[config.mk]
export PLATFORM = sky130hd
export DESIGN_NAME = warp_sched
export DESIGN_NICKNAME = d
export VERILOG_FILES = /design/src/rtl/warp_sched_pkg.sv /design/src/rtl/warp_slot.sv /design/src/rtl/rr_picker.sv /design/src/rtl/warp_sched.sv
export SDC_FILE = /design/constraint.sdc
export NUM_CORES = 1
export LEC_CHECK = 0
export BUFFER_PORTS_ARGS = -buffer_cell sky130_fd_sc_hd__buf_2
export CORE_ASPECT_RATIO = 2
export CORE_MARGIN = 5
export CORE_UTILIZATION = 60
export CTS_CLUSTER_DIAMETER = 50
export DETAILED_ROUTE_END_ITERATION = 10
export PLACE_DENSITY = 0.79
export REMOVE_ABC_BUFFERS = 1
export SLEW_MARGIN = 20
export SYNTH_ARGS = -nofsm -noshare
export SYNTH_HDL_FRONTEND = slang
export SYNTH_SLANG_ARGS = --single-unit
[constraint.sdc]
create_clock -name clk -period 13 [get_ports clk]
set_input_delay 1.3 -clock clk [delete_from_list [all_inputs] [get_ports clk]]
set_output_delay 1.3 -clock clk [all_outputs]
set_load 0.02 [all_outputs]
[src/rtl/warp_sched_pkg.sv]
package warp_sched_pkg;

  typedef enum logic [1:0] {
    WS_INACTIVE = 2'd0,
    WS_ACTIVE   = 2'd1,
    WS_WAITING  = 2'd2
  } wstate_e;

endpackage

[src/rtl/warp_slot.sv]
module warp_slot
  import warp_sched_pkg::*;
(
  input  logic    clk,
  input  logic    rst_n,
  input  logic    launch_en,
  input  logic    issue_hit,
  input  logic    evt_barrier,
  input  logic    evt_exit,
  input  logic    release_all,
  output wstate_e state
);

  always_ff @(posedge clk or negedge rst_n) begin
    if (!rst_n) begin
      state <= WS_INACTIVE;
    end else if (launch_en) begin
      state <= WS_ACTIVE;
    end else if (issue_hit) begin
      if (evt_exit)         state <= WS_INACTIVE;
      else if (evt_barrier) state <= WS_WAITING;
    end else if (release_all && state == WS_WAITING) begin
      state <= WS_ACTIVE;
    end
  end

endmodule

[src/rtl/rr_picker.sv]
module rr_picker #(
  parameter int N    = 32,
  parameter int ID_W = (N > 1) ? $clog2(N) : 1
) (
  input  logic [N-1:0]    req,
  input  logic [ID_W-1:0] start,
  output logic            found,
  output logic [ID_W-1:0] pick
);

  localparam logic [ID_W:0] N_W = (ID_W+1)'(N);

  logic [ID_W:0] idx;

  always_comb begin
    found = 1'b0;
    pick  = '0;
    idx   = '0;
    for (int k = 0; k < N; k++) begin
      idx = {1'b0, start} + (ID_W+1)'(k);
      if (idx >= N_W) idx = idx - N_W;
      if (!found && req[idx[ID_W-1:0]]) begin
        found = 1'b1;
        pick  = idx[ID_W-1:0];
      end
    end
  end

endmodule

[src/rtl/warp_sched.sv]
module warp_sched
  import warp_sched_pkg::*;
#(
  parameter int NUM_WARPS = 32,
  parameter int ID_W      = (NUM_WARPS > 1) ? $clog2(NUM_WARPS) : 1,
  parameter int CNT_W     = $clog2(NUM_WARPS + 1)
) (
  input  logic             clk,
  input  logic             rst_n,
  input  logic             launch_valid,
  input  logic [CNT_W-1:0] launch_count,
  output logic             grant_valid,
  input  logic             grant_ready,
  output logic [ID_W-1:0]  grant_id,
  input  logic             evt_barrier,
  input  logic             evt_exit,
  output logic             need_blocks
);

  localparam logic [CNT_W-1:0] MAX_CNT = CNT_W'(NUM_WARPS);
  localparam logic [ID_W-1:0]  LAST_ID = ID_W'(NUM_WARPS - 1);

  wstate_e               slot_st [NUM_WARPS];
  logic [NUM_WARPS-1:0]  act_mask;
  logic [NUM_WARPS-1:0]  wait_mask;
  logic [ID_W-1:0]       rr_ptr;
  logic                  any_act;
  logic                  any_wait;
  logic [ID_W-1:0]       pick;
  logic                  fire;
  logic                  launch_fire;
  logic                  release_all;
  logic [CNT_W-1:0]      eff_cnt;

  assign any_act     = |act_mask;
  assign any_wait    = |wait_mask;
  assign fire        = any_act && grant_ready;
  assign launch_fire = launch_valid && !any_act && !any_wait;
  assign release_all = !any_act && any_wait;
  assign eff_cnt     = (launch_count > MAX_CNT) ? MAX_CNT : launch_count;

  for (genvar g = 0; g < NUM_WARPS; g++) begin : g_slot
    logic hit;
    logic lau;
    assign hit = fire && (pick == ID_W'(g));
    assign lau = launch_fire && (CNT_W'(g) < eff_cnt);

    warp_slot u_slot (
      .clk         (clk),
      .rst_n       (rst_n),
      .launch_en   (lau),
      .issue_hit   (hit),
      .evt_barrier (evt_barrier),
      .evt_exit    (evt_exit),
      .release_all (release_all),
      .state       (slot_st[g])
    );

    assign act_mask[g]  = (slot_st[g] == WS_ACTIVE);
    assign wait_mask[g] = (slot_st[g] == WS_WAITING);
  end

  rr_picker #(.N(NUM_WARPS), .ID_W(ID_W)) u_pick (
    .req   (act_mask),
    .start (rr_ptr),
    .found (grant_valid),
    .pick  (pick)
  );

  always_ff @(posedge clk or negedge rst_n) begin
    if (!rst_n) begin
      rr_ptr <= '0;
    end else if (launch_fire) begin
      rr_ptr <= '0;
    end else if (fire) begin
      rr_ptr <= (pick == LAST_ID) ? '0 : pick + 1'b1;
    end
  end

  assign grant_id    = pick;
  assign need_blocks = !any_act && !any_wait;

endmodule

=== Yosys cells after proc, flatten, opt, wreduce, memory -nomap -nowiden ===
Index checks and enable logic that the tools add are counted.

* Register bits: 69
* Input bits: 12
* Logic and storage cells: 816

* Add/subtract/negate cells: 64
* $lt $le $gt $ge: 97
* Eq/ne operators: 127
* Multiplexer cells: 262
* Reduce and logical (&&, ||, !) cells: 233

{| class="wikitable"
|+ Operators by type and width
! kind !! number
|-
| $mux W5 || 67
|-
| $mux W2 || 98
|-
| $lt A5 B6 Y1 const B || 32
|-
| $ge A6 B6 Y1 const B || 31
|-
| $bmux W1 S5 || 32
|-
| $sub A5 B1 Y5 const B || 32
|-
| $logic_and A1 B1 Y1 || 132
|-
| $ne A4 B3 Y1 const B || 32
|-
| $add A5 B5 Y6 const B || 16
|-
| $lt A5 B6 Y1 const A || 16
|-
| $reduce_bool A3 Y1 || 32
|-
| $eq A5 B5 Y1 const B || 16
|-
| $eq A2 B1 Y1 const B || 32
|-
| $eq A2 B2 Y1 const B || 32
|-
| $mux W1 || 64
|-
| $reduce_and A2 Y1 || 32
|-
| $reduce_or A32 Y1 || 2
|-
| $add A5 B4 Y6 const B || 8
|-
| $lt A4 B6 Y1 const A || 8
|-
| $eq A5 B4 Y1 const B || 8
|-
| $logic_not A1 Y1 || 33
|-
| $add A5 B3 Y6 const B || 4
|-
| $lt A3 B6 Y1 const A || 4
|-
| $eq A5 B3 Y1 const B || 4
|-
| 12 further kinds || 16
|}

=== Longest topological paths before layout ===
* Depth after elaboration: 102
* Mapped depth: 34
* Mapped depth without buffers: 22

=== Modules after synthesis ===
From an unflattened synthesis, not the netlist that was laid out.

* Cells, all modules: 1403
* Area total of the unflattened synthesis: 11820.1 µm²

{| class="wikitable"
|+ Modules (own cells, without submodules)
! module !! times used !! cells each !! area each (µm²) !! seq. area each (µm²)
|-
| rr_picker || 1 || 802 || 6814.0 || 0.0
|-
| warp_slot || 32 || 10 || 96.3 || 50.0
|-
| warp_sched || 1 || 281 || 1923.1 || 125.1
|}

=== Worst setup path after synthesis ===
Ideal clock, no wire load.

* Kind: register to register
* Start: register rr_ptr[0]
* End: register rr_ptr[3]
* Library setup time: 0.127 ns
* Arrival time: 7.414 ns
* Required time: 12.873 ns
* Path slack: 5.458 ns
* Stages on the path, launching flop included: 31
* Path buffers: 12
* Cell sequence: dfrtp_1 buf_6 buf_6 buf_6 buf_4 buf_6 inv_1 buf_1 ha_1 buf_2 inv_1 clkbuf_1 clkbuf_1 buf_1 mux4_2 a22o_1 nor2_1 nand4_2 or4_1 buf_6 nor4_2 a311oi_1 a21oi_1 ha_1 clkbuf_1 and3_1 ha_1 inv_1 nand2_1 a311oi_1 nand3b_1

* Word-level cells in the longest chain between the ends: 102
* Elaborated cells on any way between the ends: 321
* Those cells by class: add/sub (64); order compare (32); eq/ne (1); mux (162); reduce/logical (62)

{| class="wikitable"
|+ Ends and longest elaborated chain
! element !! line !! text
|-
| start, declared || warp_sched.sv:26 || <nowiki>logic [ID_W-1:0] rr_ptr;</nowiki>
|-
| start signal, assigned || warp_sched.sv:76 || <nowiki>rr_ptr <= (pick == LAST_ID) ? '0 : pick + 1'b1;</nowiki>
|-
| branches (longest 97 deep; another with $add A5 B1 Y6) || -- ||
|-
| $mux W5 * || rr_picker.sv:22 || <nowiki>if (!found && req[idx[ID_W-1:0]]) begin</nowiki>
|-
| named net grant_id[0] || warp_sched.sv:14 || <nowiki>output logic [ID_W-1:0] grant_id,</nowiki>
|-
| $add A5 B1 Y5 / $eq A5 B5 Y1 (equally long branches) || warp_sched.sv:76 ||
|-
| $mux W5 * || warp_sched.sv:76 ||
|-
| $mux W5 * || warp_sched.sv:75 || <nowiki>end else if (fire) begin</nowiki>
|-
| $mux W5 * || warp_sched.sv:73 || <nowiki>end else if (launch_fire) begin</nowiki>
|}

Mark *: on every way through the listed nets, which the timed path passes. The select of a mux whose other input is x is not followed.
A chain may end at the register's enable or synchronous reset.

=== Final worst setup path ===
* Start: register rr_ptr[1]
* End: output port grant_id[0]

* Word-level cells in the longest chain between the ends: 98
* Elaborated cells on any way between the ends: 316
* Those cells by class: add/sub (63); order compare (32); mux (159); reduce/logical (62)

{| class="wikitable"
|+ Ends and longest elaborated chain
! element !! line
|-
| branches (longest 97 deep; another with $add A5 B1 Y6) || --
|-
| $mux W5 * || rr_picker.sv:22
|-
| end, declared || warp_sched.sv:14
|}

Mark *: on every way between the ends. The select of a mux whose other input is x is not followed.

==> flow_summary.ini <==
[route]
routedWlPerCell_um = 30.92
drc_errors = 0
via_count = 12631
dr_wl_met2_um = 20410
highest_layer = met4
wl_met3_um = 6634
first_pass_iters = 9
routed_via_density = 8.175
wl_met1_um = 15640
antenna_left = 0
wirelength_um = 47780
drtIter0Drc = 2425

[global_routing]
grt_pass1_wl_um = 72900
grt_max_degree = 80
track_usage_pct = 45.21
grt_pass1_vias = 12104
grt-ovfl-total = 0
antenna_found_initial = 0

[placed_design]
place_hpwl_um = 36020
numPortBuffers = 18
routabilityCongestion = 1.080

[synthesis]
synthFlopType = dfrtp_1
synth.area.top_cells = dfrtp_1 16%, mux4_2 12%, nand2_1 4.3%, nor2_1 4.1%, nand2b_1 3.2%
synth-seq-cells = 69
synth.most_common_cell = nand2_1
yosys_warnings = 0
synth_enable_flop_cells = 0
synth_common_cells = 121 x nand2_1, 117 x nor2_1, 69 x dfrtp_1, 65 x o21ai_0, 57 x mux4_2
yosysSeqAreaShare_pct = 16.20
synth_area_per_cell_um2 = 7.926
syn_area_um2 = 10660
synth_cells = 1345
async_flop_share_pct = 100.0
synth_top_area_share_pct = 16.20
synth_largest_area_cell = dfrtp_1
synth_cell_type_count = 90

[cells_and_area]
layout.nets = 1356
drive_gt1_share_pct = 14.43
syn2layout_area_growth_pct = 5.176
nFillCells = 1560

[timing]
setup_viol = 0
max_slew_margin_pct = 14.36
finalHoldViolCount = 0
period_needed_ns = 8.430
fin_skew_ns = 0.01041
tightest_slew_ns = 1.275
rsz0062_at_grt = false
max_freq_mhz = 118.6
tns_ns = 0
post-route-period-util_pct = 64.85
drv_slew = 0

[flow_run]
maxCapViolCount = 0

[status]
outcome = complete, no violations

[clocking]
cts_sinks = 69
cts_resized = 0
post_cts_buffers = 0
clk_path_buf_depth = 2
holdBufCountCts = 0
htree_levels = 3
cts-root-buf = clkbuf_16
numCtsBuffers = 9
clock_latency_ns = 0.34
path_clk_slew_ns = 0.06
cts_tree = done

[setup_path]
critPathCaptureType = output pin
critPathLaunchType = flop
cp.required_ns = 11.70
path_class = flop to output pin
path_max_fanout = 36
arrival_ns = 7.13

[floorplanning]
dieArea_um2 = 20690
fp.coreArea_um2 = 17610
die_y_um = 198.5
ios = 19
die_w_um = 104.3
rows = 69
start_util_pct = 60.53

[min_path]
holdCritPathClass = flop to flop
## cell families after synthesis
kind of cell             synth area share [%]
AO/OA/AOI/OAI                           22.30
AND/OR/NAND/NOR                         37.90
flip-flops                              16.20
XOR/XNOR                                2.547
adder cells (fa/ha/maj)                 2.113
multiplexers                            14.07
buffers and inverters                   4.871
## cell type report
| class | instances | area [um^2] | share of cell area (%) |
|---|---|---|---|
| Inverter | 49 | 188.9 | 1.685 |
| Antenna cell | 1 | 2.502 | 0.02232 |
| Clock inverter | 7 | 98.84 | 0.8816 |
| Sequential cell | 69 | 1728 | 15.41 |
| Tap cell | 213 | 266.5 | 2.377 |
| Clock buffer | 9 | 225.2 | 2.009 |
| Multi-Input combinational cell | 1155 | 8432 | 75.20 |
| Timing Repair Buffer | 42 | 270.3 | 2.410 |
## worst paths after layout
kind,startpoint,endpoint,cells past startpoint,slack (ns)
worst min register to register,g_slot[15].u_slot.state[1],g_slot[15].u_slot.state[1],2,0.56
worst max register to register,rr_ptr[1],rr_ptr[3],22,4.80
max in group asynchronous,rst_n,rr_ptr[0],2,11.22
min in group asynchronous,rst_n,g_slot[25].u_slot.state[0],2,1.17
worst min-delay path,g_slot[15].u_slot.state[1],g_slot[15].u_slot.state[1],2,0.56
worst max-delay path,rr_ptr[1],grant_id[0],16,4.57
## routing by layer
metal  up-vias  GRT usage [%]
met3       365          11.14
li1       5210              -
met1      5819          55.23
met5         -              0
met2      1237          69.22
met4         0          32.80
## sequential cells by signal, indices dropped and copies added (netlist names)
register and flops:
g_slot.u_slot.state 64, rr_ptr 5
## cells in the final DEF (no fill, tap or decap), drive strengths merged, types with 11 or more instances in the layout
cell / synthesis / final
nand3b: 22 / 22
and3: 15 / 15
a21o: 22 / 22
or2: 25 / 25
a221oi: 20 / 20
mux4: 57 / 57
nand3: 37 / 37
nand2b: 54 / 54
buf: 24 / 42
o21ai: 67 / 67
o221a: 14 / 14
a211oi: 15 / 15
dfrtp: 69 / 69
ha: 18 / 18
inv: 48 / 49
nand2: 121 / 121
and3b: 32 / 32
nor4: 35 / 35
or3: 18 / 18
nand4: 48 / 48
and2: 25 / 25
nor3: 43 / 43
nor2: 119 / 119
nor3b: 27 / 27
nor2b: 21 / 21
or4: 27 / 27
a22oi: 11 / 11
o22ai: 26 / 26
mux2i: 16 / 16
xnor2: 25 / 25
and4: 12 / 12
a21oi: 42 / 42
## critical path: stages (launching register included)
cell and delay [ns]:
dfrtp_1 0.39, inv_2 0.53, ha_1 0.22, buf_4 0.35
inv_1 0.57, or4_1 0.73, and4_4 0.22, mux4_2 0.63
nor3_4 0.45, nand4_2 0.23, or4_1 0.83, nor4_2 0.50
nand2_1 0.13, nand2_1 0.08, nor2_1 0.04, a21oi_1 0.58
buf_2 0.29
## metrics by stage
| stage | area (um^2) | hold slack, ns | util, % | instances | setup WS (ns) |
|---|---|---|---|---|---|
| 6_report | 11210 | 0.5634 | 63.66 | 1545 | 4.570 |
| 5_1_grt | 11210 | 0.5934 | 63.65 | 1544 | 4.258 |
| 4_1_cts | 11210 | 0.5612 | 63.65 | 1544 | 4.773 |
| 3_5_place_dp | 10890 | 0.5339 | 61.81 | 1528 | 5.136 |
| 3_3_place_gp | 10880 | 0.5181 | 61.76 | 1528 | 5.280 |
| 2_1_floorplan | 10330 | 0.4903 | - | 1273 | 3.666 |
Power is left out: the tool's default activity adds up to more than one toggle a clock period on the data nets, which glitch-free logic cannot reach.
